[src/rtl/lccd_seq.sv]
module lccd_seq #(
  parameter int CW     = 16,
  parameter int NEFF   = 2048,
  parameter int NLEAD  = 70,
  parameter int NTRAIL = 10
) (
  input  logic          clk,
  input  logic          rst_n,
  input  logic          start,
  input  logic [CW-1:0] cfg_pix_cycles,
  input  logic [CW-1:0] cfg_rst_width,
  input  logic [CW-1:0] cfg_smp_delay,
  input  logic [CW-1:0] cfg_xfer_width,
  input  logic [CW-1:0] cfg_overlap,
  input  logic [CW-1:0] cfg_lo_window,
  input  logic [CW-1:0] cfg_dummy_pix,
  input  logic          cfg_lo_mode,
  output logic          shut_rst,
  output logic          xfer_gate,
  output logic          hclk1,
  output logic          hclk2,
  output logic          sum_gate,
  output logic          rst_gate,
  output logic          rgate_lo_sel,
  output logic          smp_stb,
  output logic          pix_valid,
  output logic          busy
);
  localparam int NTOT = NLEAD + NEFF + NTRAIL;
  localparam logic [CW-1:0] LAST_PIX = CW'(NTOT - 1);
  localparam logic [CW-1:0] EFF_LO   = CW'(NLEAD);
  localparam logic [CW-1:0] EFF_HI   = CW'(NLEAD + NEFF);

  typedef enum logic [1:0] {S_IDLE, S_XFER, S_READ, S_DUMMY} st_t;

  st_t           st;
  logic [CW-1:0] cnt, pix, win;
  logic [CW-1:0] per_q, rw_q, dly_q, xw_q, ovl_q, wl_q, dn_q;
  logic          wm_q, shut_q;

  logic          pix_end, shifting;
  logic [CW:0]   ovl_sum, smp_at;

  assign pix_end  = (cnt == per_q - 1'b1);
  assign shifting = (st == S_READ) || (st == S_DUMMY);
  assign ovl_sum  = {1'b0, cnt} + {1'b0, ovl_q};
  assign smp_at   = {1'b0, rw_q} + {1'b0, dly_q};

  always_ff @(posedge clk) begin
    if (!rst_n) begin
      st     <= S_IDLE;
      cnt    <= '0;
      pix    <= '0;
      win    <= '0;
      shut_q <= 1'b1;
      per_q  <= '0;
      rw_q   <= '0;
      dly_q  <= '0;
      xw_q   <= '0;
      ovl_q  <= '0;
      wl_q   <= '0;
      dn_q   <= '0;
      wm_q   <= 1'b0;
    end else begin
      if (win != '0) win <= win - 1'b1;
      unique case (st)
        S_IDLE: if (start) begin
          per_q <= cfg_pix_cycles;
          rw_q  <= cfg_rst_width;
          dly_q <= cfg_smp_delay;
          xw_q  <= cfg_xfer_width;
          ovl_q <= cfg_overlap;
          wl_q  <= cfg_lo_window;
          dn_q  <= cfg_dummy_pix;
          wm_q  <= cfg_lo_mode;
          cnt   <= '0;
          st    <= S_XFER;
        end
        S_XFER: if (cnt == xw_q - 1'b1) begin
          cnt    <= '0;
          pix    <= '0;
          shut_q <= 1'b1;
          win    <= '0;
          st     <= S_READ;
        end else begin
          cnt <= cnt + 1'b1;
        end
        S_READ: if (pix_end) begin
          cnt <= '0;
          if (pix == LAST_PIX) begin
            pix    <= '0;
            shut_q <= 1'b0;
            if (wm_q) win <= wl_q;
            st <= (dn_q == '0) ? S_IDLE : S_DUMMY;
          end else begin
            pix <= pix + 1'b1;
          end
        end else begin
          cnt <= cnt + 1'b1;
        end
        S_DUMMY: if (pix_end) begin
          cnt <= '0;
          if (pix == dn_q - 1'b1) begin
            pix <= '0;
            st  <= S_IDLE;
          end else begin
            pix <= pix + 1'b1;
          end
        end else begin
          cnt <= cnt + 1'b1;
        end
        default: st <= S_IDLE;
      endcase
    end
  end

  assign xfer_gate    = (st == S_XFER);
  assign hclk1        = (st == S_XFER) ? (ovl_sum >= {1'b0, xw_q})
                                       : (shifting && (cnt < (per_q >> 1)));
  assign hclk2        = !hclk1;
  assign sum_gate     = hclk2;
  assign rst_gate     = shifting && (cnt < rw_q);
  assign smp_stb      = (st == S_READ) && ({1'b0, cnt} == smp_at);
  assign pix_valid    = (st == S_READ) && (pix >= EFF_LO) && (pix < EFF_HI);
  assign busy         = (st != S_IDLE);
  assign shut_rst     = shut_q;
  assign rgate_lo_sel = (win != '0);
endmodule

[config.mk]
export PLATFORM = sky130hd
export DESIGN_NAME = lccd_seq
export DESIGN_NICKNAME = d
export VERILOG_FILES = /design/src/rtl/lccd_seq.sv
export SDC_FILE = /design/constraint.sdc
export NUM_CORES = 1
export LEC_CHECK = 0
export ABC_AREA = 1
export BUFFER_PORTS_ARGS = -buffer_cell sky130_fd_sc_hd__buf_4
export CAP_MARGIN = 20
export CORE_ASPECT_RATIO = 1.25
export CORE_UTILIZATION = 45
export DETAILED_ROUTE_END_ITERATION = 10
export PLACE_DENSITY = 0.66
export SLEW_MARGIN = 20
export SYNTH_ARGS = -nofsm -noshare
export SYNTH_HDL_FRONTEND = slang
export SYNTH_SLANG_ARGS = --single-unit
[constraint.sdc]
create_clock -name clk -period 3.6 [get_ports clk]
set_clock_uncertainty 0.05 [all_clocks]
set_input_delay 0.36 -clock clk [delete_from_list [all_inputs] [get_ports clk]]
set_output_delay 0.36 -clock clk [all_outputs]
set_load 0.1 [all_outputs]
==> results of run 1 <==
==> power by group <==
group	leakage, nW	total (mW)	switching (mW)	internal, mW
Combinational	4.86	4.94	3.18	1.75
Clock	0.272	1.80	0.789	1.01
Sequential	1.35	2.55	0.332	2.22
Total	6.48	9.28	4.30	4.98
==> what timing repair did <==
| item | 4_1_cts | 5_1_grt |
|---|---|---|
| gates resized for setup | 19 | 7 |
| cloned | 0 | 0 |
| pin swaps | 2 | 1 |
| setup endpoints to repair | 3 | 4 |
==> tightest hold or removal path: stages <==
cell and delay, ns:
buf_4 0.07, o21ai_0 0.07, nor2_1 0.07
==> area by class of cell <==
type / count / share of cell area, %
Inverter: 192 / 5.16
Tap cell: 340 / 3.01
Timing Repair Buffer: 166 / 9.22
Sequential cell: 164 / 23.3
Clock inverter: 10 / 0.699
Multi-Input combinational cell: 1387 / 55.3
Clock buffer: 21 / 3.33
==> per-stage QoR <==
stage | util (%) | TNS [ns] | worst slack (ns) | instances | instance area (sq um)
floorplan | - | -0.295 | -0.275 | 1817 | 12100
global placement | 51.5 | -0.657 | -0.220 | 2249 | 13500
detailed placement | 51.5 | -0.609 | -0.204 | 2249 | 13500
CTS | 54.0 | -1.22 | -0.446 | 2280 | 14100
global route | 54.0 | -2.12 | -0.735 | 2280 | 14100
finish | 54.0 | -1.16 | -0.431 | 2280 | 14100
==> how the worst max path moves through the flow <==
stage,start,endpoint,slack (ns),depth (start not counted)
6_report,cnt[0]$_SDFFE_PN0N_,hclk1,-0.43,24
3_5_place_dp,cnt[0]$_SDFFE_PN0N_,hclk1,-0.20,20
2_1_floorplan,cnt[0]$_SDFFE_PN0N_,hclk1,-0.28,19
4_1_cts,cnt[0]$_SDFFE_PN0N_,hclk1,-0.45,23
5_1_grt,cnt[0]$_SDFFE_PN0N_,hclk1,-0.73,23
3_3_place_gp,cnt[0]$_SDFFE_PN0N_,hclk2,-0.22,19
==> synthesized netlist by cell type (all sizes together) (2+ instances only) <==
| master | instances | area, sq um |
|---|---|---|
| a211oi | 3 | 22.5 |
| a21boi | 4 | 30.0 |
| a21o | 2 | 15.0 |
| a21oi | 171 | 905 |
| a31oi | 2 | 12.5 |
| buf | 21 | 121 |
| clkbuf | 53 | 204 |
| clkinv | 2 | 12.5 |
| dfxtp | 164 | 3280 |
| fa | 2 | 40.0 |
| ha | 90 | 1130 |
| inv | 190 | 713 |
| nand2 | 354 | 1370 |
| nand2b | 3 | 18.8 |
| nand3 | 110 | 561 |
| nand3b | 30 | 238 |
| nand4 | 33 | 206 |
| nor2 | 250 | 991 |
| nor3 | 33 | 196 |
| nor4 | 7 | 43.8 |
| o211ai | 6 | 45.0 |
| o21a | 3 | 22.5 |
| o21ai | 160 | 812 |
| o31ai | 7 | 52.6 |
| or2 | 7 | 43.8 |
| xnor2 | 34 | 298 |
| xor2 | 67 | 587 |
==> registers in the layout, summed over array words and instances, names as in the netlist <==
register  count
cnt          16
dly_q        16
dn_q         16
ovl_q        16
per_q        16
pix          16
rw_q         16
win          16
wl_q         16
xw_q         16
st            2
shut_rst      1
wm_q          1
==> per-layer routing <==
layer	vias up	GRT usage (%)	wire length, microns
met2	270	46.1	16900
met4	0	8.12	741
met1	5454	30.4	14700
met5	-	0	0
met3	45	3.33	1290
li1	6182	-	-
==> kinds of logic after synthesis <==
kind of cell	count (synthesis)
adder cells (fa/ha/maj)	92
buffers and inverters	266
AND/OR/NAND/NOR	829
flip-flops	164
XOR/XNOR	101
AO/OA/AOI/OAI	365
==> results.json, run 1 <==
{
  "status": "complete, but fails checks",
  "path_clk_slew_ns": 0.07,
  "synth_area_sq_mm": 0.0121,
  "initial_core_util_pct": 46.1,
  "synthesis.nets": 2025,
  "post_cts_buffers": 0,
  "syn_inst": 1817,
  "crit_path_top_delay_cell": "dfxtp_4",
  "fin_crit_ns": 4.03,
  "multi_input_area_sq_mm": 0.00782,
  "whs_ns": 0.117,
  "wl_microns": 33600,
  "arrival_ns": 3.62,
  "violations": "setup timing",
  "hold_violations": 0,
  "antenna_found_initial": 0,
  "portBuffers": 125,
  "synth_ff_type": "dfxtp_1",
  "worst_slew_pin_slew_ns": 0.855,
  "worstSetupStartpointType": "flop",
  "core_sq_mm": 0.0262,
  "rrSetupSlack_ns": 0.78,
  "drv_slew": 0,
  "maxCapViolCount": 0,
  "path_cells": "ha_4, inv_2, fa_2, nand3b_1, nand2_2, a21oi_1, nor2_1, nor2_1, xor2_1, inv_1, ha_1, a21oi_1, nor2_1, a211oi_1, o221ai_1, nand2_1, nand3_2, nand2_1, nand2_1, nand2_2, nand3_4, nand2_8, clkinvlp_4, buf_12",
  "ios": 126,
  "powerDensity_mw_per_mm2": 657,
  "r2r_cells": 13,
  "grt_pass1_wl_microns": 55300,
  "max_stage_delay_ns": 0.36,
  "rr_startpoint": "xw_q[0]$_SDFFE_PN0P_",
  "numCtsBuffers": 17,
  "crit_required_ns": 3.19,
  "synth_xor_area_share_pct": 7.34,
  "rows": 66,
  "grt_pass1_vias": 11300,
  "synth_cell_types": 54,
  "clkLatencyLatePin_ns": 0.44,
  "crit_buf_inv": 4,
  "synth_compound_area_share_pct": 16.4,
  "wire_per_inst_microns": 14.7,
  "ys_seq_area_share_pct": 27.2,
  "postRouteAntennaNets": 0,
  "die_w_microns": 148,
  "final_cell_mix": "333 x nand2_1, 236 x nor2_1, 180 x inv_1",
  "cts_num_sinks": 164,
  "grt_max_degree": 81,
  "fp.dieH_microns": 185,
  "via_per_inst": 5.24,
  "clock_path_buffers": 2,
  "fin_crit_sh_pct": 112,
  "timing.fmax_mhz": 248,
  "drive_gt1_share_pct": 14.8,
  "gr-total-overflow": 0,
  "yosys_warnings": 0,
  "end_kind": "output port",
  "dp_hpwl_microns": 26300,
  "routabilityCongestion": 0.922,
  "synth-seq-cells": 164,
  "synthSimpleGateAreaFrac_pct": 30.6,
  "synth_edf_count": 0,
  "min_path_cells": 3,
  "worstHoldPathType": "in2reg",
  "ctsHoldBuffers": 0,
  "total_leakage_power_nw": 6.48,
  "htreeDepth": 4,
  "fill_cells": 2622,
  "dr.pass1.iters": 5,
  "synth_mux_area_share_pct": 0,
  "area_growth_pct": 17.3,
  "setup_viol": 3,
  "synth_top_family_by_area": "simple AND/OR/NAND/NOR gates",
  "timing.rr.end": "cnt[4]$_SDFFE_PN0N_",
  "cpLargestDelayFamily": "simple AND/OR/NAND/NOR gates",
  "seqCellArea_sq_mm": 0.00329,
  "power_mw": 9.28,
  "die_area_sq_mm": 0.0275,
  "setup.worst_path.class": "reg2out",
  "slew_headroom_pct": 42.2,
  "num_vias": 12000,
  "avgSynthCellArea_sq_um": 6.64,
  "cts_tree": "done",
  "drc": 0,
  "irDropWorstVdd_v": 0.000807,
  "cts_root_buf": "clkbuf_16",
  "path_max_fanout": 3,
  "synthAdderAreaFrac_pct": 9.67,
  "num-nets-final": 2136,
  "rsz0062_at_grt": "yes",
  "setup_ws_ns": -0.431,
  "antenna_cells": 0,
  "track_usage_pct": 25.3,
  "layout_commonest_cell": "nand2_1",
  "drt-initial-drc-count": 523,
  "min-delay-start": "cfg_overlap[14]",
  "async_reset_ff_share_pct": 0,
  "hold_end": "ovl_q[14]$_SDFFE_PN0P_"
}
Note: power is estimated with default switching activity, not from simulation.
==> inputs of run 2 (changes only) <==
- ABC_AREA: 1 -> not set
- GPL_ROUTABILITY_DRIVEN: not set -> 0
==> run 2 against run 1 <==
The run still ends with setup timing left. Flip-flop and latch count unchanged. Critical path type unchanged. Largest cell class unchanged. Global-route usage down 0.50 points. Critical endpoint is now hclk2. Sequential power down 7%. Via count down 11%. Combinational power down 19%. Largest power group unchanged. Clock power up 14%. Critical path depth down 3. Wire length down 8.8%. Synthesized cell count down 19%.
==> results.json, run 2 <==
{
  "status": "complete, but fails checks",
  "violations": "setup timing",
  "ios": 126,
  "maxUsedRoutingLayer": "met5",
  "area_growth_pct": 22.8,
  "syn_inst": 1480,
  "p_comb_share_pct": 47.5,
  "worstSetupStartpointType": "flop",
  "worst_slew_pin_slew_ns": 0.818,
  "setup_ws_ns": -0.831,
  "whs_ns": 0.116,
  "timing.fmax_mhz": 226,
  "power_mw": 8.44,
  "dr.pass1.iters": 5,
  "cts_tree": "done",
  "die_area_sq_mm": 0.0253,
  "grt_max_degree": 73,
  "synth_ff_type": "dfxtp_1",
  "synth_edf_count": 0,
  "num-nets-final": 1831,
  "path_cells": "buf_6, inv_4, fa_2, nor2b_2, o21ai_2, a21boi_2, o41ai_2, o21ai_1, nor2_1, xnor2_1, ha_1, a21oi_2, nor2b_1, o21ai_1, nand2b_1, a21oi_1, nor2b_1, o21ai_1, nand4_1, o32ai_4, buf_12",
  "r2r_cells": 10,
  "hold_violations": 0,
  "clkLatencyLatePin_ns": 0.44,
  "synthesis.nets": 1688,
  "end_kind": "output port",
  "synth_cell_types": 83,
  "grt_pass1_vias": 10200,
  "fin_crit_ns": 4.43,
  "synth.top_cell.area_share_pct": 29.5,
  "synth-seq-cells": 164,
  "drt-initial-drc-count": 542,
  "clock_path_buffers": 2,
  "irDropWorstVdd_v": 0.000367,
  "final_cell_mix": "305 x nand2_1, 202 x buf_4, 157 x dfxtp_1",
  "wl_met1_microns": 12900,
  "antenna_found_initial": 1,
  "yosysTopAreaCell": "dfxtp_1",
  "num_vias": 10700,
  "layout_commonest_cell": "nand2_1",
  "cts_root_buf": "clkbuf_16",
  "core_sq_mm": 0.0240,
  "min_path_cells": 3,
  "postRouteAntennaNets": 0,
  "drv_slew": 0,
  "initial_core_util_pct": 46.4,
  "powerDensity_mw_per_mm2": 618,
  "cts_num_sinks": 164,
  "htreeDepth": 4,
  "synthTopCellsByArea": "dfxtp_1 30%, nand2_1 10%, ha_1 10%, a21oi_1 6.7%, xnor2_1 5.5%",
  "cp_common_cell": "o21ai_1",
  "drc": 0,
  "max_stage_delay_ns": 0.41,
  "netSwitchingFraction_pct": 40.9,
  "dpl-instance-area_sq_mm": 0.0128,
  "grt_pass1_wl_microns": 49900,
  "synth_commonest_cells": "307 x nand2_1, 164 x dfxtp_1, 149 x a21oi_1, 90 x ha_1, 84 x inv_1",
  "wl_met3_microns": 1360,
  "wl_microns": 30700,
  "wire_per_inst_microns": 15.6,
  "fp.dieH_microns": 178,
  "via_per_inst": 5.44,
  "rows": 63,
  "fin_crit_sh_pct": 123,
  "maxCapViolCount": 0,
  "numCtsBuffers": 17,
  "pwr-share-clk_pct": 24.3,
  "wl_met2_microns": 15100,
  "portBuffers": 125,
  "die_w_microns": 143,
  "setup_tns_ns": -2.89,
  "setup_viol": 4,
  "yosys_warnings": 0,
  "slew_headroom_pct": 45.0,
  "crit_required_ns": 3.19,
  "path_max_fanout": 2,
  "synth_most_common_cell": "nand2_1",
  "synth_area_sq_mm": 0.0111,
  "avgSynthCellArea_sq_um": 7.51,
  "setup.worst_path.class": "reg2out",
  "async_reset_ff_share_pct": 0,
  "postLayoutCellArea_sq_mm": 0.0136,
  "drive_gt1_share_pct": 18.4,
  "arrival_ns": 4.02,
  "path_clk_slew_ns": 0.07,
  "net-switching-power_mw": 3.45,
  "seqPwrFrac_pct": 28.2,
  "dp_hpwl_microns": 22900,
  "rsz0062_at_grt": "yes",
  "track_usage_pct": 24.8,
  "gr-total-overflow": 0,
  "antenna_cells": 0,
  "total_leakage_power_nw": 5.68,
  "ys_seq_area_share_pct": 29.5,
  "intPower_mw": 4.99,
  "worstHoldPathType": "in2reg",
  "crit_path_top_delay_cell": "fa_2"
}
run 2: power by group through the flow:
stage	Combinational [mW]	Clock, mW	Sequential [mW]
final	4.01	2.05	2.38
after global routing	4.41	2.15	2.42
after CTS	3.98	2.08	2.37
after detailed placement	3.89	0	2.41
after global placement	3.82	0	2.40
after floorplan	2.99	0	2.35
run 2: per-layer routing:
layer  vias to the layer above  GRT usage (%)
li1                       5421              -
met1                      4906           29.0
met2                       264           43.4
met3                        81           4.26
met4                         2           12.1
met5                         -              0
run 2: layout make-up:
class                   instances  area (sq um)
flip-flops and latches        164          3290
multi-input cells            1148          7350
repair buffers                208          1610
well taps                     325           407
fillers                      2321         10300
clock inverters                10           169
clock buffers                  22           494
inverters                      84           320
run 2: cells by family (layout without fill, tap and decap cells):
kind of cell / after synthesis / after routing / synth area share [%]
AND/OR/NAND/NOR: 605 / 605 / 25.3
AO/OA/AOI/OAI: 328 / 328 / 18.9
buffers and inverters: 168 / 324 / 5.98
flip-flops: 164 / 164 / 29.5
XOR/XNOR: 118 / 118 / 9.30
adder cells (fa/ha/maj): 92 / 92 / 10.5
multiplexers: 5 / 5 / 0.473
run 2: timing repair:
action / CTS / global route
pin swaps: 27 / 2
endpoints found under the setup margin: 4 / 8
hold buffers: 0 / 0
gates resized for setup: 21 / 7
buffers inserted: 4 / 1
run 2: through the flow:
step,util (%),cells,worst slack [ns]
5_1_grt,56.9,1961,-1.08
3_3_place_gp,53.5,1924,-0.424
4_1_cts,56.8,1960,-0.791
6_report,56.9,1961,-0.831
2_1_floorplan,-,1480,-0.886
3_5_place_dp,53.5,1924,-0.495
run 2: worst max-delay path: cells and delay by family (launching register included):
kind                       cells  cell delay [ns]
adders and majority gates      2             0.73
xor gates and xnor gates       1             0.13
AOI/OAI and AO/OA              9             1.43
DFF                            1             0.36
buffers and inverters          3             0.36
and+or+nand+nor                6             0.56
run 2: path summary, 6_finish.rpt:
kind              slack, ns            startpoint                   end
hold reg to reg        0.41  wl_q[7]$_SDFFE_PN0P_     win[7]$_SDFF_PN0_
hold / removal         0.12      cfg_lo_window[5]  wl_q[5]$_SDFFE_PN0P_
setup reg to reg       0.20  xw_q[1]$_SDFFE_PN0P_   pix[7]$_SDFFE_PN0P_
setup / recovery      -0.83   cnt[1]$_SDFFE_PN0N_                 hclk2
==> inputs of run 3 (changes only) <==
- CORE_UTILIZATION: 45 -> 54
- PLACE_DENSITY: 0.66 -> 0.77
- SETUP_SLACK_MARGIN: not set -> 0.15
==> run 3 against run 2 <==
The run still ends with setup timing left. Cell count shrank 3.2%. Cell area shrank 0.56%. Sequential share of layout area rose by 0.12 points. Via count increased by 3.1%. Non-clock buffer count decreased by 7. Power rose by 0.41%. Critical path depth stayed put. Combinational power up 1%. Clock-buffer cell count down 4. First-iteration DRC count rose by 78%. Critical endpoint unchanged.
==> results.json, run 3 (same netlist as run 2, synthesis figures left out) <==
{
  "status": "complete, but fails checks",
  "violations": "setup timing",
  "via_per_inst": 5.80,
  "hold_violations": 0,
  "rows": 58,
  "drv_slew": 0,
  "dr.pass1.iters": 5,
  "clock_path_buffers": 2,
  "die_w_microns": 130,
  "antenna_found_initial": 0,
  "timing.fmax_mhz": 219,
  "track_usage_pct": 29.4,
  "grt_max_degree": 76,
  "fill_cells": 1740,
  "fin_cells": 1899,
  "end_kind": "output port",
  "setup.worst_path.class": "reg2out",
  "total_leakage_power_nw": 5.66,
  "cpLargestDelayFamily": "compound AO/OA/AOI/OAI gates",
  "power_mw": 8.47,
  "worst_slew_pin_slew_ns": 0.856,
  "arrival_ns": 4.15,
  "numCtsBuffers": 17,
  "crit_path_top_delay_cell": "o32ai_4",
  "grt_pass1_vias": 10300,
  "area_growth_pct": 22.1,
  "dpl-instance-area_sq_mm": 0.0127,
  "final_cell_mix": "305 x nand2_1, 193 x buf_4, 159 x dfxtp_1",
  "clkLatencyLatePin_ns": 0.44,
  "ios": 126,
  "initial_core_util_pct": 55.1,
  "fin_crit_ns": 4.56,
  "rsz0062_at_grt": "yes",
  "setup_viol": 4,
  "postLayoutCellArea_sq_mm": 0.0136,
  "slew_headroom_pct": 42.5,
  "setup_ws_ns": -0.958,
  "portBuffers": 125,
  "cts_num_sinks": 164,
  "fp.dieH_microns": 162,
  "path_max_fanout": 2,
  "htreeDepth": 4,
  "maxCapViolCount": 0,
  "cts_root_buf": "clkbuf_16",
  "num_vias": 11000,
  "fin_crit_sh_pct": 127,
  "dp_hpwl_microns": 22500,
  "worstSetupStartpointType": "flop",
  "num-nets-final": 1824,
  "max_stage_delay_ns": 0.43,
  "ctsHoldBuffers": 0,
  "core_sq_mm": 0.0202,
  "antenna_cells": 0,
  "die_area_sq_mm": 0.0212,
  "irDropWorstVdd_v": 0.000446,
  "drt-initial-drc-count": 963,
  "wl_microns": 31000,
  "postRouteAntennaNets": 0,
  "layout_commonest_cell": "nand2_1",
  "path_cells": "ha_4, inv_2, fa_2, nor2b_2, o21ai_2, a21boi_2, o41ai_4, o21ai_2, nor2_1, xnor2_1, ha_1, a21oi_2, nor2b_1, o21ai_1, nand2b_1, a21oi_2, nor2b_1, o21ai_1, nand4_1, o32ai_4, buf_12",
  "wire_per_inst_microns": 16.3,
  "drc": 0,
  "drive_gt1_share_pct": 18.1,
  "crit_required_ns": 3.19,
  "gr-total-overflow": 0,
  "powerDensity_mw_per_mm2": 624,
  "grt_pass1_wl_microns": 49100,
  "dp_cells": 1856,
  "cts_tree": "done",
  "worstHoldPathType": "in2reg",
  "path_clk_slew_ns": 0.07,
  "crit_buf_inv": 2
}
## run 3: changes by cell type in the layout (fill, tap and decap cells not counted), sizes merged
cell    previous run  this run
clkbuf            22        18
buf              208       201
clkinv             3         1
inv               85        91
## run 3: through the flow
stage / setup slack (ns) / TNS [ns] / util, % / hold WS (ns)
after global routing: -1.18 / -3.96 / 67.3 / 0.106
final: -0.958 / -3.19 / 67.3 / 0.111
after CTS: -0.821 / -2.88 / 66.7 / 0.108
after detailed placement: -0.564 / -1.70 / 62.9 / 0.394
after floorplan: -0.881 / -2.10 / - / 0.375
after global placement: -0.418 / -1.25 / 62.9 / 0.384
## run 3: worst paths after layout
path / from / endpoint / slack, ns / cells after the start
worst max-delay path: ovl_q[0]$_SDFFE_PN0P_ / hclk2 / -0.96 / 21
worst min register to register: wl_q[11]$_SDFFE_PN0P_ / win[11]$_SDFF_PN0_ / 0.40 / 2
worst min-delay path: cfg_rst_width[9] / rw_q[9]$_SDFFE_PN0P_ / 0.11 / 3
worst max register to register: dn_q[2]$_SDFFE_PN0P_ / pix[12]$_SDFFE_PN0P_ / 0.34 / 8
## run 3: layout make-up
class	count	area [sq um]	area share, %
Multi-Input combinational cell	1148	7380	54.4
Sequential cell	164	3290	24.2
Timing Repair Buffer	201	1590	11.7
Clock buffer	18	439	3.24
Tap cell	270	338	2.49
Inverter	84	318	2.34
Clock inverter	14	213	1.57
## run 3: power breakdown
group          leakage (nW)  total (mW)  switching, mW  internal [mW]
registers              1.34        2.39          0.288           2.11
logic                  4.01        4.05           2.40           1.64
clock network         0.314        2.03          0.828           1.20
total                  5.66        8.47           3.52           4.96
## run 3: worst reg2reg max path: cells and delay by family, from the launching register on
kind | cells | cell delay (ns)
compound gates | 6 | 1.82
simple gates | 2 | 0.94
flops | 1 | 0.38
## run 3: timing repair
action,in CTS,in global routing
pin swaps,24,8
buffers inserted,4,7
endpoints found under the setup margin,12,14
gates cloned,0,0
gates resized for setup,20,12
hold endpoints to repair,0,0
## run 3: metal layers
layer | routed length [microns] | GRT usage (%) | part of all wire (%)
met3 | 1490 | 4.43 | 4.8
met4 | 1360 | 13.7 | 4.4
met1 | 12700 | 33.7 | 41
met2 | 15500 | 52.6 | 50
met5 | 0 | 0 | 0
